## src/rtl/pgwin_pkg.sv

```systemverilog
package pgwin_pkg;
  // decoded loop context carried with each request
  typedef struct packed {
    logic active;
    logic first;
    logic last;
    logic irq_exit;
    logic reentry;
  } loop_ctx_t;

  // register select codes on the write port
  localparam logic CFG_PAGE = 1'b0;
  localparam logic CFG_EN   = 1'b1;
endpackage

```

## src/rtl/pgwin_cfg.sv

```systemverilog
module pgwin_cfg #(
  parameter int PAGE_W = 8,
  parameter int WD_W   = 8
) (
  input  logic              clk,
  input  logic              rst_n,
  input  logic              cfg_we,
  input  logic              cfg_sel,
  input  logic [WD_W-1:0]   cfg_wdata,
  output logic [PAGE_W-1:0] page_q,
  output logic              en_q
);
  import pgwin_pkg::*;

  always_ff @(posedge clk or negedge rst_n) begin
    if (!rst_n) begin
      page_q <= '0;
      en_q   <= 1'b0;
    end else if (cfg_we) begin
      if (cfg_sel == CFG_PAGE) page_q <= cfg_wdata[PAGE_W-1:0];
      else                     en_q   <= cfg_wdata[0];
    end
  end
endmodule

```

## src/rtl/pgwin_xlate.sv

```systemverilog
module pgwin_xlate #(
  parameter int DA_W   = 16,
  parameter int PAGE_W = 8,
  parameter int PA_W   = 24
) (
  input  logic [DA_W-1:0]   addr,
  input  logic              en,
  input  logic              tbl_busy,
  input  logic [PAGE_W-1:0] page,
  output logic              hit,
  output logic [PA_W-1:0]   pm_addr
);
  localparam int OFF_W = DA_W - 1;
  localparam int PAD_W = PA_W - PAGE_W - OFF_W;

  assign hit = addr[DA_W-1] & en & ~tbl_busy;

  generate
    if (PAD_W > 0) begin : g_pad
      assign pm_addr = {{PAD_W{1'b0}}, page, addr[OFF_W-1:0]};
    end else begin : g_nopad
      assign pm_addr = {page, addr[OFF_W-1:0]};
    end
  endgenerate
endmodule

```

## src/rtl/pgwin_cost.sv

```systemverilog
module pgwin_cost #(
  parameter int FAST_PEN  = 1,
  parameter int SLOW_PEN  = 2,
  parameter int EDGE_PEN  = 2,
  parameter int BODY_PEN  = 0,
  parameter int CNT_W     = 2
) (
  input  pgwin_pkg::loop_ctx_t ctx,
  input  logic                 fast_cls,
  output logic [CNT_W-1:0]     pen
);
  logic edge_iter;
  assign edge_iter = ctx.first | ctx.last | ctx.irq_exit | ctx.reentry;

  always_comb begin
    if (ctx.active) pen = edge_iter ? CNT_W'(EDGE_PEN) : CNT_W'(BODY_PEN);
    else            pen = fast_cls  ? CNT_W'(FAST_PEN) : CNT_W'(SLOW_PEN);
  end
endmodule

```

## src/rtl/pgwin_seq.sv

```systemverilog
module pgwin_seq #(
  parameter int DATA_W = 16,
  parameter int CNT_W  = 2
) (
  input  logic              clk,
  input  logic              rst_n,
  input  logic              take_map,
  input  logic [CNT_W-1:0]  pen,
  input  logic [DATA_W-1:0] word_lo,
  output logic              busy,
  output logic              rsp_valid,
  output logic [DATA_W-1:0] rsp_data
);
  logic [CNT_W-1:0]  cnt_q;
  logic              pend_q;
  logic              fresh_q;
  logic [DATA_W-1:0] hold_q;

  assign busy      = (cnt_q != '0);
  assign rsp_valid = pend_q & ~busy;

  always_ff @(posedge clk or negedge rst_n) begin
    if (!rst_n) begin
      cnt_q   <= '0;
      pend_q  <= 1'b0;
      fresh_q <= 1'b0;
      hold_q  <= '0;
    end else begin
      fresh_q <= take_map;
      if (fresh_q) hold_q <= word_lo;
      if (take_map)  cnt_q <= pen;
      else if (busy) cnt_q <= cnt_q - 1'b1;
      if (take_map)       pend_q <= 1'b1;
      else if (rsp_valid) pend_q <= 1'b0;
    end
  end

  always_comb begin
    if (!rsp_valid)   rsp_data = '0;
    else if (fresh_q) rsp_data = word_lo;
    else              rsp_data = hold_q;
  end
endmodule

```

## src/rtl/pgwin_mapper.sv

```systemverilog
module pgwin_mapper #(
  parameter int DA_W     = 16,
  parameter int PAGE_W   = 8,
  parameter int PA_W     = 24,
  parameter int PW_W     = 24,
  parameter int MAX_PEN  = 2
) (
  input  logic              clk,
  input  logic              rst_n,
  input  logic              cfg_we,
  input  logic              cfg_sel,
  input  logic [7:0]        cfg_wdata,
  input  logic              req_valid,
  output logic              req_ready,
  input  logic [DA_W-1:0]   req_addr,
  input  logic              req_fast_cls,
  input  logic              tbl_busy,
  input  logic              loop_active,
  input  logic              iter_first,
  input  logic              iter_last,
  input  logic              iter_irq_exit,
  input  logic              iter_reentry,
  output logic              dm_fwd,
  output logic              pm_rd,
  output logic [PA_W-1:0]   pm_addr,
  input  logic [PW_W-1:0]   pm_rdata,
  output logic              stall,
  output logic              rsp_valid,
  output logic [DA_W-1:0]   rsp_data
);
  import pgwin_pkg::*;

  localparam int CNT_W = $clog2(MAX_PEN + 1);

  logic [PAGE_W-1:0] page_q;
  logic              en_q;
  logic              hit;
  logic              take;
  logic [CNT_W-1:0]  pen;
  logic              busy;
  loop_ctx_t         ctx;
  logic              unused_hi;

  assign ctx = '{active: loop_active, first: iter_first, last: iter_last,
                 irq_exit: iter_irq_exit, reentry: iter_reentry};

  pgwin_cfg #(.PAGE_W(PAGE_W), .WD_W(8)) u_cfg (
    .clk(clk), .rst_n(rst_n), .cfg_we(cfg_we), .cfg_sel(cfg_sel),
    .cfg_wdata(cfg_wdata), .page_q(page_q), .en_q(en_q)
  );

  pgwin_xlate #(.DA_W(DA_W), .PAGE_W(PAGE_W), .PA_W(PA_W)) u_xlate (
    .addr(req_addr), .en(en_q), .tbl_busy(tbl_busy), .page(page_q),
    .hit(hit), .pm_addr(pm_addr)
  );

  pgwin_cost #(.CNT_W(CNT_W)) u_cost (
    .ctx(ctx), .fast_cls(req_fast_cls), .pen(pen)
  );

  pgwin_seq #(.DATA_W(DA_W), .CNT_W(CNT_W)) u_seq (
    .clk(clk), .rst_n(rst_n), .take_map(pm_rd), .pen(pen),
    .word_lo(pm_rdata[DA_W-1:0]), .busy(busy),
    .rsp_valid(rsp_valid), .rsp_data(rsp_data)
  );

  assign req_ready = ~busy;
  assign stall     = busy;
  assign take      = req_valid & req_ready;
  assign pm_rd     = take & hit;
  assign dm_fwd    = take & ~hit;
  assign unused_hi = ^pm_rdata[PW_W-1:DA_W];
endmodule

```

## config.mk

```make
export PLATFORM = sky130hd
export DESIGN_NAME = pgwin_mapper
export DESIGN_NICKNAME = d
export VERILOG_FILES = /design/src/rtl/pgwin_pkg.sv /design/src/rtl/pgwin_cfg.sv /design/src/rtl/pgwin_xlate.sv /design/src/rtl/pgwin_cost.sv /design/src/rtl/pgwin_seq.sv /design/src/rtl/pgwin_mapper.sv
export SDC_FILE = /design/constraint.sdc
export NUM_CORES = 1
export LEC_CHECK = 0
export ABC_AREA = 1
export CORE_ASPECT_RATIO = 0.7
export CORE_MARGIN = 4
export CORE_UTILIZATION = 39
export DETAILED_ROUTE_END_ITERATION = 10
export GPL_ROUTABILITY_DRIVEN = 0
export HOLD_SLACK_MARGIN = 0.06
export PLACE_DENSITY = 0.85
export SETUP_SLACK_MARGIN = 0.15
export SLEW_MARGIN = 20
export SYNTH_ARGS = -nofsm -noshare
export SYNTH_HDL_FRONTEND = slang
export SYNTH_HIERARCHICAL = 1
export SYNTH_SLANG_ARGS = --single-unit
```

## constraint.sdc

```tcl
create_clock -name clk -period 2.3 [get_ports clk]
set_input_delay 0.46 -clock clk [delete_from_list [all_inputs] [get_ports clk]]
set_output_delay 0.46 -clock clk [all_outputs]
set_load 0.01 [all_outputs]
```

==> results_dict.tcl <==
set metrics [dict create \
    setup_slack_ps 241 \
    yosysWarnings 6 \
    postCtsHoldBufs 0 \
    io_pins 105 \
    grt_use_total 0.128 \
    start_kind "register" \
    cts_buffers 5 \
    clkSinkCount 29 \
    core-area_sq_um 3950 \
    layout.nets 300 \
    reg2regPathDepth 11 \
    drt-met1-wl_um 1390 \
    clock_skew_ps 3.80 \
    drc 0 \
    antenna_found_initial 0 \
    end_kind "output port" \
    dieWidth_um 84.6 \
    synth.area.top_cells "dfrtp_1 45%, nand2_1 15%, buf_4 11%" \
    grt_pass1_wl_um 5190 \
    clk_latency_ps 270 \
    yosysTopAreaCellShare 0.453 \
    dr.max_layer_used "met4" \
    syn_area_per_cell_sq_um 8.44 \
    placement_rows 19 \
    netlist_area_sq_um 1600 \
    vdd_drop_max_mv 0.366 \
    synth_cell_type_count 17 \
    critPathRequiredTime_ps 1840 \
    layout-drive-gt1-share 0.180 \
    wl_um 3330 \
    hold_depth 2 \
    period_share 0.895 \
    crit_fanout 17 \
    first_iter_violations 41 \
    die_area_sq_um 5220 \
    outcome "completed" \
    rsz0062_at_grt "yes" \
    met3_length_um 255 \
    drv_slew 0 \
    wire_per_inst_um 11.4 \
    path_class "register to output port" \
    clock_path_buffers 2 \
    drt_first_pass_iters 4 \
    cts-root-buf "clkbuf_8" \
    cts_tree "yes" \
    p_leak_nw 1.14 \
    ant_nets 0 \
    vias_per_cell 4.53 \
    dp_slack_ps -23.9 \
    h-tree-depth 2 \
    initial_core_util 0.406 \
    yosys.area.top_type "dfrtp_1" \
    power_density_nw_per_um2 841 \
    timing.fmax_mhz 486 \
    hold_viol 0 \
    port_buffers 65 \
    period_minus_slack_ps 2060 \
    die_h_um 61.6 \
    setup_viol 0 \
    ys_seq_elements 29 \
    dpl_cell_area_sq_um 2100 \
    synthCells 190 \
    diodes 0 \
    synth-seq-area-share 0.453 \
    clk_pin_slew_ps 60 \
    area_growth_syn_to_layout_pct 38.7 \
    vias 1317 \
    dp_hpwl_um 2560 \
    arrival_ps 1600 \
    final_cell_area_sq_um 2220 \
    maxCapViolCount 0 \
    synth_nets 251 \
    grt_overflow_total 0 \
    grt_start_max_net_pins 30 \
    wl_met2_um 1650 \
    hp-class "register to register" \
    grt_pass1_vias 1195 \
]
stage by stage:
stage | hold slack, ps | total power (W) | utilization | cells | TNS [ps]
floorplan | 164 | 0.00119 | - | 190 | 0
global placement | 451 | 0.00137 | 0.533 | 282 | -42.8
detailed placement | 457 | 0.00140 | 0.533 | 282 | -23.9
CTS | 469 | 0.00186 | 0.556 | 290 | 0
global route | 494 | 0.00201 | 0.563 | 291 | 0
finish | 467 | 0.00187 | 0.563 | 291 | 0
area by class of cell:
type                    instances  area (sq um)
well taps                      52          65.1
fillers                       382          1720
inverters                      13          53.8
clock buffers                   7          86.3
repair buffers                 71           687
multi-input cells             119           606
flip-flops and latches         29           726
timing repair:
item                                    in CTS  in global routing
pin swaps                                    1                  1
resized for setup                           22                  3
setup buffers                                1                  1
endpoints found under the setup margin      20                  2
endpoints found under the hold margin        0                  0
critical path, cell delays in order, from the launching register on:
cell,delay [ps]
dfrtp_1,370
inv_1,110
ha_4,180
buf_12,110
nand2_8,100
a21oi_1,160
dlygate4sd2_1,280
power breakdown:
part,total (W),switching [W],internal [W]
clock,0.000405,0.000169,0.000237
sequential,0.000769,0.0000756,0.000693
combinational,0.000695,0.000350,0.000346
Yosys cell counts:
| master | instances |
|---|---|
| a21oi_1 | 6 |
| a21oi_2 | 10 |
| buf_12 | 1 |
| buf_4 | 24 |
| buf_6 | 4 |
| conb_1 | 1 |
| dfrtp_1 | 29 |
| ha_1 | 1 |
| inv_1 | 10 |
| inv_2 | 2 |
| inv_6 | 1 |
| nand2_1 | 66 |
| nand2_2 | 12 |
| nand2_4 | 2 |
| nand3_1 | 14 |
| nor2_1 | 6 |
| nor2_2 | 1 |
kinds of logic after synthesis:
group / after synthesis / synth area share
fa+ha+maj: 1 / 0.00781
compound gates: 16 / 0.0734
buf+inv: 42 / 0.187
other cells: 1 / 0.00234
simple gates: 101 / 0.277
flops: 29 / 0.453
path summary, 6_finish.rpt:
check	from	endpoint	slack, ps
min in group asynchronous	rst_n	u_seq/cnt_q[0]$_DFFE_PN0P_	570
worst min register to register	u_cfg/page_q[2]$_DFFE_PN0P_	u_cfg/page_q[2]$_DFFE_PN0P_	470
worst max register to register	u_seq/cnt_q[0]$_DFFE_PN0P_	u_seq/cnt_q[1]$_DFFE_PN0P_	780
worst max-delay path	u_seq/cnt_q[0]$_DFFE_PN0P_	rsp_data[13]	240
max in group asynchronous	rst_n	u_seq/hold_q[15]$_DFF_PN0_	1460
worst min-delay path	u_cfg/page_q[2]$_DFFE_PN0P_	u_cfg/page_q[2]$_DFFE_PN0P_	470
sequential cells by signal (all words and copies together) (netlist names):
| name | flops |
|---|---|
| u_seq/hold_q | 16 |
| u_cfg/en_q | 1 |
| u_cfg/page_q | 8 |
| u_seq/fresh_q | 1 |
| u_seq/cnt_q | 2 |
| u_seq/pend_q | 1 |
layer usage:
layer,track usage,vias to the layer above
met3,0.0602,2
met2,0.211,43
li1,-,662
met1,0.146,610
met5,0,-
met4,0.0587,0
layout by cell type (no fill, tap or decap):
cell type and n:
inv_2 2, nand2_1 66, clkdlybuf4s50_1 45, buf_4 5
inv_6 1, nand2_4 1, nor2_2 2, nor2_1 5
clkbuf_1 1, dfrtp_1 29, inv_1 10, dlygate4sd2_1 19
nand2_8 1, nand3_1 14, ha_4 1, buf_12 1
nand2_2 12, conb_1 1, clkbuf_8 6, dlymetal6s2s_1 1
a21oi_2 11, a21oi_1 5
No activity file was read; power rests on OpenSTA's default activity.
